File: config.mk
export PLATFORM = sky130hd
export DESIGN_NAME = busdiff_slope_elem
export DESIGN_NICKNAME = d
export VERILOG_FILES = /design/src/rtl/busdiff_pkg.sv /design/src/rtl/busdiff_norm.sv /design/src/rtl/busdiff_sum.sv /design/src/rtl/busdiff_classify.sv /design/src/rtl/busdiff_trip.sv /design/src/rtl/busdiff_slope_elem.sv
export SDC_FILE = /design/constraint.sdc
export NUM_CORES = 2
export LEC_CHECK = 0
export CORE_MARGIN = 1.5
export CORE_UTILIZATION = 55
export CTS_CLUSTER_SIZE = 10
export DETAILED_ROUTE_END_ITERATION = 10
export GPL_ROUTABILITY_DRIVEN = 0
export GPL_TIMING_DRIVEN = 0
export PLACE_DENSITY = 0.88
export SKIP_CTS_REPAIR_TIMING = 1
export SLEW_MARGIN = 10
export SYNTH_ARGS = -nofsm -noshare
export SYNTH_HDL_FRONTEND = slang
export SYNTH_SLANG_ARGS = --single-unit
File: constraint.sdc
create_clock -name clk -period 14.49 [get_ports clk]
set_clock_uncertainty 0.2 [all_clocks]
set_input_delay 2.1735 -clock clk [delete_from_list [all_inputs] [get_ports clk]]
set_output_delay 2.1735 -clock clk [all_outputs]
set_load 0.01 [all_outputs]
File: src/rtl/busdiff_pkg.sv
package busdiff_pkg;

    typedef enum logic [1:0] {
        CLS_NORMAL   = 2'd0,
        CLS_INTERNAL = 2'd1,
        CLS_EXTERNAL = 2'd2,
        CLS_HOLD     = 2'd3
    } cls_state_t;

    typedef enum logic [1:0] {
        TRP_IDLE    = 2'd0,
        TRP_TIMING  = 2'd1,
        TRP_TRIPPED = 2'd2
    } trp_state_t;

endpackage

File: src/rtl/busdiff_norm.sv
module busdiff_norm #(
    parameter int SMP_W    = 8,
    parameter int TAP_W    = 6,
    parameter int TAP_FRAC = 4,
    parameter int NW       = SMP_W + TAP_W + 1
) (
    input  logic signed [SMP_W-1:0] smp,
    input  logic        [TAP_W-1:0] tap,
    input  logic                    pol,
    output logic signed [NW-1:0]    norm,
    output logic        [NW-1:0]    mag
);
    logic signed [NW-1:0] prod;
    logic signed [NW-1:0] scaled;

    // Tap is unsigned; widen with a zero sign bit before the signed multiply.
    assign prod   = NW'(smp) * NW'(signed'({1'b0, tap}));
    assign scaled = prod >>> TAP_FRAC;
    assign norm   = pol ? -scaled : scaled;
    assign mag    = norm[NW-1] ? NW'(-norm) : NW'(norm);

endmodule

File: src/rtl/busdiff_sum.sv
module busdiff_sum #(
    parameter int N_CH = 4,
    parameter int NW   = 15,
    parameter int SW   = 17
) (
    input  logic [N_CH*NW-1:0] norm_flat,
    input  logic [N_CH*NW-1:0] mag_flat,
    output logic [SW-1:0]      op,
    output logic [SW-1:0]      rt,
    output logic               dom_neg
);
    logic signed [SW-1:0] acc;
    logic        [SW-1:0] racc;
    logic        [NW-1:0] best;
    logic                 bneg;

    always_comb begin
        acc  = '0;
        racc = '0;
        best = '0;
        bneg = 1'b0;
        for (int i = 0; i < N_CH; i++) begin
            acc  = acc + SW'($signed(norm_flat[i*NW +: NW]));
            racc = racc + SW'(mag_flat[i*NW +: NW]);
            // strict compare: lowest index wins ties
            if (mag_flat[i*NW +: NW] > best) begin
                best = mag_flat[i*NW +: NW];
                bneg = norm_flat[i*NW + NW - 1];
            end
        end
    end

    assign op      = acc[SW-1] ? SW'(-acc) : SW'(acc);
    assign rt      = racc;
    assign dom_neg = bneg;

endmodule

File: src/rtl/busdiff_classify.sv
module busdiff_classify
    import busdiff_pkg::*;
#(
    parameter int SW    = 17,
    parameter int SLP_W = 8,
    parameter int CNT_W = 8
) (
    input  logic             clk,
    input  logic             rst_n,
    input  logic             smp_tick,
    input  logic [SW-1:0]    op,
    input  logic [SW-1:0]    rt,
    input  logic             dom_neg,
    input  logic [CNT_W-1:0] win_len,
    input  logic [SW-1:0]    rise_min,
    input  logic [SLP_W-1:0] prop,
    input  logic [SW-1:0]    rst_lvl,
    input  logic [CNT_W-1:0] hold_len,
    output logic             use_slope2,
    output logic             secure_q,
    output logic             internal_q
);
    localparam int DW = SW + 1;
    localparam int PW = SW + SLP_W + 2;

    cls_state_t st, st_nxt;
    logic [SW-1:0]    op_prev, rt_prev;
    logic             sgn_prev;
    logic [CNT_W-1:0] win_left;
    logic [CNT_W-1:0] hold_cnt, hold_nxt;

    logic signed [DW-1:0] d_rt, d_op;
    logic signed [PW-1:0] d_op_w, d_rt_w, lhs, rhs;
    logic chg, in_win, rt_rise, weak_op, ext_cond, int_cond, below;

    assign d_rt    = $signed({1'b0, rt}) - $signed({1'b0, rt_prev});
    assign d_op    = $signed({1'b0, op}) - $signed({1'b0, op_prev});
    assign d_op_w  = PW'(d_op);
    assign d_rt_w  = PW'(d_rt);
    assign lhs     = d_op_w <<< SLP_W;
    assign rhs     = d_rt_w * PW'(signed'({1'b0, prop}));
    assign chg     = (rt != '0) && (dom_neg != sgn_prev);
    assign in_win  = (chg && (win_len != '0)) || (win_left != '0);
    assign rt_rise = d_rt > $signed({1'b0, rise_min});
    assign weak_op = lhs < rhs;
    assign ext_cond = in_win && rt_rise && weak_op;
    assign int_cond = in_win && rt_rise && !weak_op;
    assign below   = rt < rst_lvl;

    always_comb begin
        st_nxt   = st;
        hold_nxt = hold_cnt;
        if (smp_tick) begin
            unique case (st)
                CLS_NORMAL: begin
                    if (ext_cond)      st_nxt = CLS_EXTERNAL;
                    else if (int_cond) st_nxt = CLS_INTERNAL;
                end
                CLS_INTERNAL: begin
                    if (below) st_nxt = CLS_NORMAL;
                end
                CLS_EXTERNAL: begin
                    if (below) begin
                        st_nxt   = CLS_HOLD;
                        hold_nxt = hold_len;
                    end
                end
                CLS_HOLD: begin
                    if (!below)                  st_nxt = CLS_EXTERNAL;
                    else if (hold_cnt <= CNT_W'(1)) st_nxt = CLS_NORMAL;
                    else                         hold_nxt = hold_cnt - 1'b1;
                end
                default: st_nxt = CLS_NORMAL;
            endcase
        end
    end

    assign use_slope2 = (st_nxt == CLS_EXTERNAL) || (st_nxt == CLS_HOLD);

    // state register and sample history
    always_ff @(posedge clk or negedge rst_n) begin
        if (!rst_n) begin
            st       <= CLS_NORMAL;
            hold_cnt <= '0;
            op_prev  <= '0;
            rt_prev  <= '0;
            sgn_prev <= 1'b0;
            win_left <= '0;
        end else begin
            st       <= st_nxt;
            hold_cnt <= hold_nxt;
            if (smp_tick) begin
                op_prev <= op;
                rt_prev <= rt;
                if (rt != '0) sgn_prev <= dom_neg;
                if (chg && (win_len != '0)) win_left <= win_len - 1'b1;
                else if (win_left != '0)    win_left <= win_left - 1'b1;
            end
        end
    end

    // outputs
    always_ff @(posedge clk or negedge rst_n) begin
        if (!rst_n) begin
            secure_q   <= 1'b0;
            internal_q <= 1'b0;
        end else begin
            secure_q   <= use_slope2;
            internal_q <= (st_nxt == CLS_INTERNAL);
        end
    end


    op_le_rt_chk: assert property (@(posedge clk) disable iff (!rst_n) op <= rt);

    internal_excl_chk: assert property (@(posedge clk) disable iff (!rst_n)
        internal_q |=> !secure_q);

    secure_tick_chk: assert property (@(posedge clk) disable iff (!rst_n)
        !smp_tick |=> $stable(secure_q));

endmodule

File: src/rtl/busdiff_trip.sv
module busdiff_trip
    import busdiff_pkg::*;
#(
    parameter int SW    = 17,
    parameter int SLP_W = 8,
    parameter int CNT_W = 8
) (
    input  logic             clk,
    input  logic             rst_n,
    input  logic             smp_tick,
    input  logic             trip_rst,
    input  logic [SW-1:0]    op,
    input  logic [SW-1:0]    rt,
    input  logic             use_slope2,
    input  logic [SLP_W-1:0] slope1,
    input  logic [SLP_W-1:0] slope2,
    input  logic [SW-1:0]    min_op,
    input  logic [CNT_W-1:0] dly,
    input  logic             gap_en,
    input  logic [CNT_W-1:0] gap_extra,
    output logic             trip_q
);
    localparam int CW = SW + SLP_W + 1;
    localparam int TW = CNT_W + 1;

    trp_state_t st, st_nxt;
    logic [TW-1:0] pu_cnt, cnt_nxt, total;
    logic [CW-1:0] lhs, rhs;
    logic [SLP_W-1:0] slope;
    logic pickup;

    assign slope  = use_slope2 ? slope2 : slope1;
    assign lhs    = CW'(op) << SLP_W;
    assign rhs    = CW'(slope) * CW'(rt);
    assign pickup = (op > min_op) && (lhs > rhs);
    assign total  = TW'(dly) + (gap_en ? TW'(gap_extra) : TW'(0));

    always_comb begin
        st_nxt  = st;
        cnt_nxt = pu_cnt;
        if (trip_rst) begin
            st_nxt  = TRP_IDLE;
            cnt_nxt = '0;
        end else if (smp_tick) begin
            unique case (st)
                TRP_IDLE, TRP_TIMING: begin
                    if (!pickup) begin
                        st_nxt  = TRP_IDLE;
                        cnt_nxt = '0;
                    end else if (pu_cnt >= total) begin
                        st_nxt = TRP_TRIPPED;
                    end else begin
                        st_nxt  = TRP_TIMING;
                        cnt_nxt = pu_cnt + 1'b1;
                    end
                end
                TRP_TRIPPED: ;
                default: st_nxt = TRP_IDLE;
            endcase
        end
    end

    always_ff @(posedge clk or negedge rst_n) begin
        if (!rst_n) begin
            st     <= TRP_IDLE;
            pu_cnt <= '0;
        end else begin
            st     <= st_nxt;
            pu_cnt <= cnt_nxt;
        end
    end

    always_ff @(posedge clk or negedge rst_n) begin
        if (!rst_n) trip_q <= 1'b0;
        else        trip_q <= (st_nxt == TRP_TRIPPED);
    end


    trip_latch_chk: assert property (@(posedge clk) disable iff (!rst_n)
        trip_q && !trip_rst |=> trip_q);

    trip_on_tick_chk: assert property (@(posedge clk) disable iff (!rst_n)
        !trip_q && !smp_tick |=> !trip_q);

endmodule

File: src/rtl/busdiff_slope_elem.sv
module busdiff_slope_elem #(
    parameter int N_CH     = 4,
    parameter int SMP_W    = 8,
    parameter int TAP_W    = 6,
    parameter int TAP_FRAC = 4,
    parameter int SLP_W    = 8,
    parameter int LVL_W    = 16,
    parameter int CNT_W    = 8
) (
    input  logic                    clk,
    input  logic                    rst_n,
    input  logic                    smp_tick,
    input  logic [N_CH*SMP_W-1:0]   smp_i,
    input  logic [N_CH*TAP_W-1:0]   tap_i,
    input  logic [N_CH-1:0]         pol_i,
    input  logic [SLP_W-1:0]        slope1_i,
    input  logic [SLP_W-1:0]        slope2_i,
    input  logic [LVL_W-1:0]        min_op_i,
    input  logic [SLP_W-1:0]        prop_i,
    input  logic [LVL_W-1:0]        rise_min_i,
    input  logic [CNT_W-1:0]        win_len_i,
    input  logic [LVL_W-1:0]        rst_lvl_i,
    input  logic [CNT_W-1:0]        hold_len_i,
    input  logic [CNT_W-1:0]        dly_i,
    input  logic                    gap_en_i,
    input  logic [CNT_W-1:0]        gap_extra_i,
    input  logic                    trip_rst_i,
    output logic                    trip_o,
    output logic                    secure_o,
    output logic                    internal_o
);
    localparam int NW = SMP_W + TAP_W + 1;
    localparam int SW = NW + $clog2(N_CH);

    logic [N_CH*NW-1:0] norm_flat, mag_flat;
    logic [SW-1:0] op, rt;
    logic dom_neg, use_slope2;

    for (genvar k = 0; k < N_CH; k++) begin : g_lane
        busdiff_norm #(
            .SMP_W(SMP_W), .TAP_W(TAP_W), .TAP_FRAC(TAP_FRAC), .NW(NW)
        ) i_norm (
            .smp  ($signed(smp_i[k*SMP_W +: SMP_W])),
            .tap  (tap_i[k*TAP_W +: TAP_W]),
            .pol  (pol_i[k]),
            .norm (norm_flat[k*NW +: NW]),
            .mag  (mag_flat[k*NW +: NW])
        );
    end

    busdiff_sum #(.N_CH(N_CH), .NW(NW), .SW(SW)) i_sum (
        .norm_flat (norm_flat),
        .mag_flat  (mag_flat),
        .op        (op),
        .rt        (rt),
        .dom_neg   (dom_neg)
    );

    busdiff_classify #(.SW(SW), .SLP_W(SLP_W), .CNT_W(CNT_W)) i_cls (
        .clk        (clk),
        .rst_n      (rst_n),
        .smp_tick   (smp_tick),
        .op         (op),
        .rt         (rt),
        .dom_neg    (dom_neg),
        .win_len    (win_len_i),
        .rise_min   (SW'(rise_min_i)),
        .prop       (prop_i),
        .rst_lvl    (SW'(rst_lvl_i)),
        .hold_len   (hold_len_i),
        .use_slope2 (use_slope2),
        .secure_q   (secure_o),
        .internal_q (internal_o)
    );

    busdiff_trip #(.SW(SW), .SLP_W(SLP_W), .CNT_W(CNT_W)) i_trip (
        .clk        (clk),
        .rst_n      (rst_n),
        .smp_tick   (smp_tick),
        .trip_rst   (trip_rst_i),
        .op         (op),
        .rt         (rt),
        .use_slope2 (use_slope2),
        .slope1     (slope1_i),
        .slope2     (slope2_i),
        .min_op     (SW'(min_op_i)),
        .dly        (dly_i),
        .gap_en     (gap_en_i),
        .gap_extra  (gap_extra_i),
        .trip_q     (trip_o)
    );

endmodule

==> metrics.txt <==
status complete, but fails checks; violated checks setup timing; final setup violation count 24; nature of the critical path endpoint flip-flop; CTS clk-pin slew, worst paths roughly 0.060 ns; Synth Register Bits 66; placed insts 4823; gr usage total between 20 and 30%; final core utilization 67.8%; required time of the critical path between 10 and 15 ns; # fillers 3854; initial antenna violation count 3; R2R Path Start i_cls.rt_prev[0]; Die Y between 200 and 250 um; final net count 5256; Critical Path AT roughly 27 ns; commonest non-fill, non-tap cell in the layout inv_1; post-synthesis adder-cell area fraction about 43%; Critical path origin tap_i[2]; most frequent cells in the layout inv_1, ha_1, fa_1, nand2_1, nor2_1; IO buf count between 150 and 200; XOR/XNOR Fraction of Synth Area roughly 7.0%; Post-synth EDFFs 0; ANT nets after route 0; Max Fclk roughly 37 MHz; Setup TNS -170.10 ns; GR Util met3 3.16%; fraction of layout cells with a size suffix above 1 approximately 14%; min cycle time layout ~27 ns; grt met1 use around 32%; most frequent CP cell fa_1; max cap viols 0; Area Overhead vs Synth 22.0%; Multi-input gate area 28900 sq um; hold_sp i_cls.win_left[7]; period utilization 184%; grt met2 use between 40% and 50%; non-filler instance count after layout roughly 5000; total global routing overflow 0; CTS Buf Count 9; largest net degree at the start of global routing 55; Ys Warns 0; Max transition margin a little under a fifth; Storage cell area 1650 sq um; first-pass GRT wire length around 130 mm; clk buf depth 2; Worst Path Max Fanout 8; initial detailed-routing violation count around 2800; worst min-delay path category flip-flop to flip-flop; mapped cell area 31300 sq um; H-tree depth 3; Post-Route WL about 100 mm; Worst-Skew Late Latency ~0.36 ns; Core Region ~56000 sq um; Cell variety after synth 96; setup ws final -12.18 ns; Detailed Routing Iterations Pass 1 6; final count of pins violating max slew 0; drt drc 0; Root Buffer clkbuf_16; starting density of the core between 50 and 60%; Synth Instances between 3000 and 4000; mux contribution to synthesized area under 10%; sequential share of the synthesized area 5.28%; Post-Synth Simple-Gate Area 19.3%; largest family of logic cells by synthesized area adder cells; WL/cell between 15 and 20 um; complex-gate fraction of the synthesized area roughly 14%; Syn Area/Cell roughly 8.1 sq um; vias per inst ~6.0; Post-DP HPWL between 60 and 70 mm; Die ar. a little under 60000 sq um; slowest stage delay, CP 0.56 ns; Core Rows slightly below 90; vias in the first global route ~29000; Die X-Extent between 200 and 250 um; unrepaired setup endpoints after global routing yes; Hold Fails Final Rpt 0; I/O Pins 172; top_reg_cell synth dfrtp_1; Tightest Pin Transition approximately 1.2 ns; GRT busiest layer met2; CP max stage cell fa_1; FFs w/ async S/R, synth 100%; CTS tree built; total number of vias just over 30000; Setup crit start kind input pin; CP Class input pin to flip-flop; clock sink count 66
registers in the layout, summed over array words and instances (netlist names):
name / cells
i_cls.op_prev: 16
i_cls.hold_cnt: 8
i_trip.st: 2
i_cls.win_left: 8
i_cls.secure_q: 1
i_cls.st: 2
i_cls.sgn_prev: 1
i_cls.internal_q: 1
i_cls.rt_prev: 17
i_trip.trip_q: 1
i_trip.pu_cnt: 9
worst max-delay path, delay by kind of cell:
| family | cells | cell delay [ns] |
|---|---|---|
| AOI/OAI and AO/OA | 41 | 8.07 |
| xor gates and xnor gates | 4 | 0.88 |
| adders and majority gates | 21 | 9.25 |
| buffers and inverters | 18 | 2.17 |
| muxes | 2 | 0.68 |
| and+or+nand+nor | 20 | 3.44 |
worst paths after layout:
check	cells past startpoint	endpoint	slack [ns]
max	106	i_trip.pu_cnt[0]	-12.18
min	2	i_cls.win_left[7]	0.29
max reg2reg	77	i_trip.pu_cnt[0]	-3.64
min reg2reg	2	i_cls.win_left[7]	0.29
max in group asynchronous	2	i_cls.rt_prev[6]	12.07
min in group asynchronous	1	i_cls.secure_q	1.46
layout make-up:
| type | count | area share, % |
|---|---|---|
| repair buffers | 341 | 8.20 |
| well taps | 756 | 2.48 |
| clock buffers | 9 | 0.590 |
| flip-flops and latches | 66 | 4.33 |
| plain buffers | 65 | 1.16 |
| inverters | 731 | 7.25 |
| multi-input cells | 3034 | 75.8 |
| diodes | 1 | 0.00655 |
| clock inverters | 7 | 0.223 |
through the flow:
stage | instance area [sq um] | hold slack (ns) | worst slack (ns)
2_1_floorplan | 32200 | 0.248 | -9.02
3_3_place_gp | 34800 | 0.271 | -13.58
3_5_place_dp | 34800 | 0.273 | -13.98
4_1_cts | 35100 | 0.293 | -13.74
5_1_grt | 38200 | 0.311 | -12.79
6_report | 38200 | 0.292 | -12.18
layer usage:
| layer | vias to the layer above | routed length, um |
|---|---|---|
| met5 | - | 23 |
| met4 | 4 | 7510 |
| met3 | 581 | 9420 |
| met2 | 1793 | 46600 |
| met1 | 14500 | 34700 |
| li1 | 13400 | - |
synth_stat cells (8+ instances only):
master	count	share of area [%]
nand2b_1	57	1.1
o21bai_1	21	0.50
dfrtp_1	66	5.3
nand2_1	301	3.6
o31ai_1	13	0.31
a31oi_1	21	0.42
a22oi_1	9	0.22
nand4_1	31	0.62
o21ai_0	175	2.8
xor2_1	73	2.0
a21o_1	69	1.7
and3_1	19	0.38
or2_1	9	0.18
a21boi_0	21	0.50
o211ai_1	19	0.46
xnor2_1	173	4.8
o21ai_1	10	0.16
nor2b_1	61	1.2
and4_1	12	0.34
or3_1	29	0.58
or4_1	8	0.19
clkbuf_1	51	0.61
mux2i_1	22	0.70
mux2_2	14	0.50
o21a_1	37	0.89
nor3_1	58	0.93
a21oi_1	171	2.7
and2_1	214	4.3
nor2_1	282	3.4
or2_2	14	0.28
a211oi_1	22	0.53
nor4_1	23	0.46
inv_1	728	8.7
nand3_1	50	0.80
fa_1	388	25
ha_1	451	18
cell families after synthesis:
| kind of cell | count (synthesis) |
|---|---|
| AND/OR/NAND/NOR | 1198 |
| adder cells (fa/ha/maj) | 839 |
| buffers and inverters | 799 |
| AO/OA/AOI/OAI | 685 |
| XOR/XNOR | 247 |
| flip-flops | 66 |
| multiplexers | 44 |
| other | 2 |
Power is not shown: default switching activity piles up to over one toggle a cycle in this logic, so the estimate is an artifact.
